--- src/rtl/stat_pkg.sv ---
package stat_pkg;

  typedef enum logic [2:0] {
    SEL_EN   = 3'd0,
    SEL_RISE = 3'd1,
    SEL_FALL = 3'd2,
    SEL_COND = 3'd3,
    SEL_EVT  = 3'd4
  } reg_sel_e;

  localparam int unsigned TREE_LEVELS = 3;

endpackage

--- src/rtl/stat_edge_det.sv ---
module stat_edge_det #(
  parameter int unsigned W = 16
) (
  input  logic         clk,
  input  logic         rst_n,
  input  logic [W-1:0] raw_i,
  input  logic [W-1:0] rise_mask_i,
  input  logic [W-1:0] fall_mask_i,
  output logic [W-1:0] cond_o,
  output logic [W-1:0] hit_o
);

  function automatic logic [W-1:0] edge_hits(
    input logic [W-1:0] prev, input logic [W-1:0] cur,
    input logic [W-1:0] rise, input logic [W-1:0] fall);
    return (~prev & cur & rise) | (prev & ~cur & fall);
  endfunction

  logic [W-1:0] cond_q, prev_q;
  logic         cond_vld_q, prev_vld_q;

  always_ff @(posedge clk or negedge rst_n) begin
    if (!rst_n) begin
      cond_q     <= '0;
      prev_q     <= '0;
      cond_vld_q <= 1'b0;
      prev_vld_q <= 1'b0;
    end else begin
      cond_q     <= raw_i;
      prev_q     <= cond_q;
      cond_vld_q <= 1'b1;
      prev_vld_q <= cond_vld_q;
    end
  end

  assign cond_o = cond_q;
  assign hit_o  = prev_vld_q ? edge_hits(prev_q, cond_q, rise_mask_i, fall_mask_i) : '0;

endmodule

--- src/rtl/stat_node.sv ---
module stat_node
  import stat_pkg::*;
#(
  parameter int unsigned W = 16
) (
  input  logic         clk,
  input  logic         rst_n,
  input  logic [W-1:0] raw_i,
  input  logic         wr_en_i,
  input  reg_sel_e     wr_sel_i,
  input  logic [W-1:0] wr_data_i,
  input  logic         clr_i,
  output logic [W-1:0] en_o,
  output logic [W-1:0] rise_o,
  output logic [W-1:0] fall_o,
  output logic [W-1:0] cond_o,
  output logic [W-1:0] evt_o,
  output logic [W-1:0] hit_o,
  output logic         sum_o
);

  function automatic logic [W-1:0] next_event(
    input logic [W-1:0] evt, input logic [W-1:0] hit, input logic clr);
    return (clr ? '0 : evt) | hit;
  endfunction

  function automatic logic summarize(input logic [W-1:0] evt, input logic [W-1:0] en);
    return |(evt & en);
  endfunction

  logic [W-1:0] en_q, rise_q, fall_q, evt_q;

  stat_edge_det #(.W(W)) u_edge (
    .clk         (clk),
    .rst_n       (rst_n),
    .raw_i       (raw_i),
    .rise_mask_i (rise_q),
    .fall_mask_i (fall_q),
    .cond_o      (cond_o),
    .hit_o       (hit_o)
  );

  always_ff @(posedge clk or negedge rst_n) begin
    if (!rst_n) begin
      en_q   <= '0;
      rise_q <= '1;
      fall_q <= '0;
    end else if (wr_en_i) begin
      case (wr_sel_i)
        SEL_EN:   en_q   <= wr_data_i;
        SEL_RISE: rise_q <= wr_data_i;
        SEL_FALL: fall_q <= wr_data_i;
        default:  ;
      endcase
    end
  end

  always_ff @(posedge clk or negedge rst_n) begin
    if (!rst_n) evt_q <= '0;
    else        evt_q <= next_event(evt_q, hit_o, clr_i);
  end

  assign en_o   = en_q;
  assign rise_o = rise_q;
  assign fall_o = fall_q;
  assign evt_o  = evt_q;
  assign sum_o  = summarize(evt_q, en_q);

endmodule

--- src/rtl/stat_tree.sv ---
module stat_tree
  import stat_pkg::*;
#(
  parameter int unsigned W        = 16,
  parameter int unsigned LEAF_BIT = 0,
  parameter int unsigned MID_BIT  = 10
) (
  input  logic         clk,
  input  logic         rst_n,
  input  logic [W-1:0] leaf_cond_i,
  input  logic [W-1:0] mid_cond_i,
  input  logic [W-1:0] root_cond_i,
  input  logic         wr_en_i,
  input  logic [1:0]   wr_node_i,
  input  logic [2:0]   wr_sel_i,
  input  logic [W-1:0] wr_data_i,
  input  logic         rd_en_i,
  input  logic [1:0]   rd_node_i,
  input  logic [2:0]   rd_sel_i,
  output logic [W-1:0] rd_data_o,
  output logic [2:0]   sum_o
);

  localparam int unsigned NODES = TREE_LEVELS;

  function automatic logic [W-1:0] splice(input logic [W-1:0] v, input int unsigned pos,
                                          input logic b);
    logic [W-1:0] r;
    r      = v;
    r[pos] = b;
    return r;
  endfunction

  function automatic int unsigned link_pos(input int unsigned level);
    return (level == 1) ? LEAF_BIT : MID_BIT;
  endfunction

  logic [NODES-1:0][W-1:0] cond_in_w, en_w, rise_w, fall_w, cond_w, evt_w, hit_w;
  logic [NODES-1:0]        sum_w, clr_w, wr_w;

  assign cond_in_w[0] = leaf_cond_i;
  assign cond_in_w[1] = mid_cond_i;
  assign cond_in_w[2] = root_cond_i;

  for (genvar g = 0; g < NODES; g++) begin : g_node
    logic [W-1:0] raw;
    if (g == 0) begin : g_leaf
      assign raw = cond_in_w[g];
    end else begin : g_child
      assign raw = splice(cond_in_w[g], link_pos(g), sum_w[g-1]);
    end

    assign clr_w[g] = rd_en_i && (rd_sel_i == SEL_EVT) && (rd_node_i == 2'(g));
    assign wr_w[g]  = wr_en_i && (wr_node_i == 2'(g));

    stat_node #(.W(W)) u_node (
      .clk       (clk),
      .rst_n     (rst_n),
      .raw_i     (raw),
      .wr_en_i   (wr_w[g]),
      .wr_sel_i  (reg_sel_e'(wr_sel_i)),
      .wr_data_i (wr_data_i),
      .clr_i     (clr_w[g]),
      .en_o      (en_w[g]),
      .rise_o    (rise_w[g]),
      .fall_o    (fall_w[g]),
      .cond_o    (cond_w[g]),
      .evt_o     (evt_w[g]),
      .hit_o     (hit_w[g]),
      .sum_o     (sum_w[g])
    );
  end

  always_comb begin
    rd_data_o = '0;
    if (rd_node_i < 2'(NODES)) begin
      case (reg_sel_e'(rd_sel_i))
        SEL_EN:   rd_data_o = en_w[rd_node_i];
        SEL_RISE: rd_data_o = rise_w[rd_node_i];
        SEL_FALL: rd_data_o = fall_w[rd_node_i];
        SEL_COND: rd_data_o = cond_w[rd_node_i];
        SEL_EVT:  rd_data_o = evt_w[rd_node_i];
        default:  rd_data_o = '0;
      endcase
    end
  end

  assign sum_o = sum_w;

endmodule

--- config.mk ---
export PLATFORM = sky130hd
export DESIGN_NAME = stat_tree
export DESIGN_NICKNAME = d
export VERILOG_FILES = /design/src/rtl/stat_pkg.sv /design/src/rtl/stat_edge_det.sv /design/src/rtl/stat_node.sv /design/src/rtl/stat_tree.sv
export SDC_FILE = /design/constraint.sdc
export NUM_CORES = 1
export LEC_CHECK = 0
export ABC_AREA = 1
export BUFFER_PORTS_ARGS = -buffer_cell sky130_fd_sc_hd__buf_2
export CAP_MARGIN = 20
export CORE_MARGIN = 5
export CORE_UTILIZATION = 60
export CTS_CLUSTER_DIAMETER = 120
export DETAILED_ROUTE_END_ITERATION = 10
export MAX_ROUTING_LAYER = met4
export PLACE_DENSITY = 0.84
export SYNTH_ARGS = -nofsm -noshare
export SYNTH_HDL_FRONTEND = slang
export SYNTH_SLANG_ARGS = --single-unit
--- constraint.sdc ---
create_clock -name clk -period 2.7 [get_ports clk]
set_input_delay 0.405 -clock clk [delete_from_list [all_inputs] [get_ports clk]]
set_output_delay 0.405 -clock clk [all_outputs]
set_load 0.1 [all_outputs]
==> reports/results.md <==
- routed wirelength normalized by instance count: 20.2 µm
- drt via density: 6.07
- Post-Syn Area: 13000 µm²
- Die H: 157 µm
- cells taking the most area after synthesis: dfrtp_1, nand2_1, dfstp_2
- kind of critical path: input pin to output pin
- maximum number of pins on one net before global-route repair: 74
- total nets after synthesis: 1641
- most common cell in the synthesized netlist: nand2_1
- max cap viols: 0
- core area: 21200 µm²
- number of warnings reported in the yosys synthesis log: 0
- critical register-to-register path startpoint: g_node[2].u_node.u_edge.prev_vld_q$_DFF_PN0_
- Final Skew: 0.0163 ns
- via count of the first global-routing pass: 11700
- shortest period the worst path allows: 2.46 ns
- number of antenna violations at the first check in global routing: 0
- global-route wire length before repair: 62900 µm
- Worst Hold Class: input pin to register
- number of clock sinks: 290
- required time of the critical path: 2.30 ns
- vias after detailed routing: 12100
- GRT overflow: 0
- fraction of synthesis flops using an asynchronous set or reset pin: 1.00
- maximum buffer depth of the clock tree: 3
- clock latency on the worst-skew pair: 0.56 ns
- VDD IR-drop max: 631 µV
- fraction of layout instances using a drive strength above 1: 0.144
- DRC violation count after routing: 0
- number of hold violations in the final report: 0
- result of the run: completed
- Setup violations, final: 0
- TritonCTS clock tree: done
- CTS root buffer: clkbuf_16
- detailed-placement wirelength estimate: 24300 µm
- worst r2r path cells: 3
- critical path startpoint category: input pin
- final antenna diode count: 0
- transition time at the pin with the least slew margin: 0.779 ns
- mean post-synth cell area: 8.29 µm²
- Worst EP arrival: 2.06 ns
- most common flop cell mapped by yosys: dfrtp_1
- Slew Limit Fails: 0
- total wirelength of the detailed-routed design: 40200 µm
- Post-synth EDFFs: 0
- number of instances in the synthesized netlist: 1563
- number of buffers created by CTS: 30
- gpl congestion: 0.922
- worst rel slew slack: 0.480
- P per Cell Area: 753 nW/µm²
- GRT Util Overall: 0.338
- capture point of the worst reg-to-reg path: g_node[1].u_node.evt_o[10]$_DFF_PN0_
- Core Rows: 53
- Worst Hold Path Cells: 3
- DRT Pass-1 Iters: 6
- distinct cell type count of the synthesized netlist: 22
- Tcrit/Tclk final: 0.913
- Seq cells post-synth: 290
- clock input transition at the sequential cells of the worst setup and hold paths: 0.06 ns
- largest area contributor in the synthesized netlist: dfrtp_1
- number of nets still failing antenna checks after routing: 0
- final-layout setup total negative slack: 0 ns
- RSZ-0062 raised after global routing: false
- hold-critical path endpoint: g_node[1].u_node.fall_o[1]$_DFFE_PN0P_
- number of primary I/O pins: 97
- static leakage power: 7.63 nW
- Max Clk Rate: 0.406 GHz
- total of buffers placed on input and output ports: 94
- Worst Min Path Start: wr_data_i[1]
- final-layout fill cell count: 1463
- die outline width: 157 µm
- slack of the worst reg-to-reg path: 1.29 ns
- Starting Density: 0.612
- die footprint: 24600 µm²
- proportion of synthesized chip area in sequential cells: 0.565
- fraction of synthesized cell area taken by the top area cell type: 0.468
- Critical Path Fanout Max: 15
- Fin Hold WS: 0.248 ns
- Total Nets Final: 1771
- layout overhead on the synthesized area: 20.6%
- list of most frequent post-synthesis cells: nand2_1, dfrtp_1, nand3_1, o21ai_0, inv_1
- critical path endpoint category: output pin
- H-tree levels: 1
- Starting DRT DRC Count: 1856
[power by group]
| group | internal (mW) | switching, mW |
|---|---|---|
| combinational | 0.655 | 1.13 |
| clock | 2.74 | 1.73 |
| sequential | 5.00 | 0.499 |
[sequential cells by signal, summed over array words and instances, names as in the netlist]
name and count:
g_node.u_node.fall_o 48, g_node.u_node.en_o 48, g_node.u_node.evt_o 48, g_node.u_node.rise_o 48, g_node.u_node.u_edge.prev_q 48, g_node.u_node.u_edge.cond_o 48, g_node.u_node.u_edge.cond_vld_q 1, g_node.u_node.u_edge.prev_vld_q 1
[placed cells by master, fill, tap and decap left out, drive strengths merged, types with 25 or more instances in the layout]
cell         synthesis  final
o22ai               48     48
buf                 32    132
nand3              211    211
dfrtp              242    242
clkbuf              49     40
inv                152    153
dlygate4sd3          0     47
a21oi               52     52
nor2                25     25
dfstp               48     48
o21ai              192    192
nand2              490    490
[layout make-up]
type | instances | area, µm² | share of cell area
Clock buffer | 40 | 868 | 0.0556
Clock inverter | 16 | 225 | 0.0144
Inverter | 152 | 571 | 0.0365
Multi-Input combinational cell | 1040 | 4710 | 0.302
Sequential cell | 290 | 7320 | 0.469
Tap cell | 275 | 344 | 0.0220
Timing Repair Buffer | 179 | 1580 | 0.101
[worst max-delay path by stage]
stage,startpoint,endpoint,slack (ns),cells after the start
3_3_place_gp,rd_node_i[0],rd_data_o[0],0.35,11
3_5_place_dp,rd_node_i[1],rd_data_o[4],0.34,10
5_1_grt,rd_node_i[1],rd_data_o[14],0.19,10
4_1_cts,rd_node_i[0],rd_data_o[12],0.31,11
6_report,rd_node_i[0],rd_data_o[12],0.24,11
2_1_floorplan,rd_sel_i[0],rd_data_o[14],0.44,8
[what timing repair did]
item,CTS,global route
hold endpoints to repair,103,0
gates resized for setup,0,0
setup buffers,0,0
hold buffers,47,0
[layer usage]
layer,share of wire,vias up,wire length (µm),track usage
li1,-,5361,-,-
met1,0.38,5730,15400,0.452
met2,0.45,826,17900,0.501
met3,0.12,171,4950,0.0789
met4,0.049,0,1960,0.145
met5,0,-,0,-
[metrics by stage]
stage               total power [mW]  instance area [µm²]  setup WS [ns]  instances  utilization
finish                          11.8                15600          0.235       1992        0.738
global route                    12.2                15600          0.186       1992        0.738
detailed placement              7.22                14100          0.339       1889        0.664
CTS                             11.7                15600          0.306       1992        0.738
floorplan                       6.53                13000          0.443       1563            -
global placement                7.13                14100          0.354       1889        0.664
[cell families after synthesis]
kind of cell    after synthesis  share of synthesized area
compound gates              292                      0.117
other cells                   1                   0.000290
buf+inv                     233                     0.0716
simple gates                747                      0.246
flops                       290                      0.565
[critical path, cell delays in order]
cell	delay, ns
buf_2	0.30
inv_2	0.24
nor2_2	0.17
buf_4	0.23
nand2_1	0.07
nand3_1	0.09
nand2_1	0.06
nand2_1	0.08
inv_1	0.04
nand2_1	0.16
buf_12	0.20
Note: power is estimated with default switching activity, not from simulation.
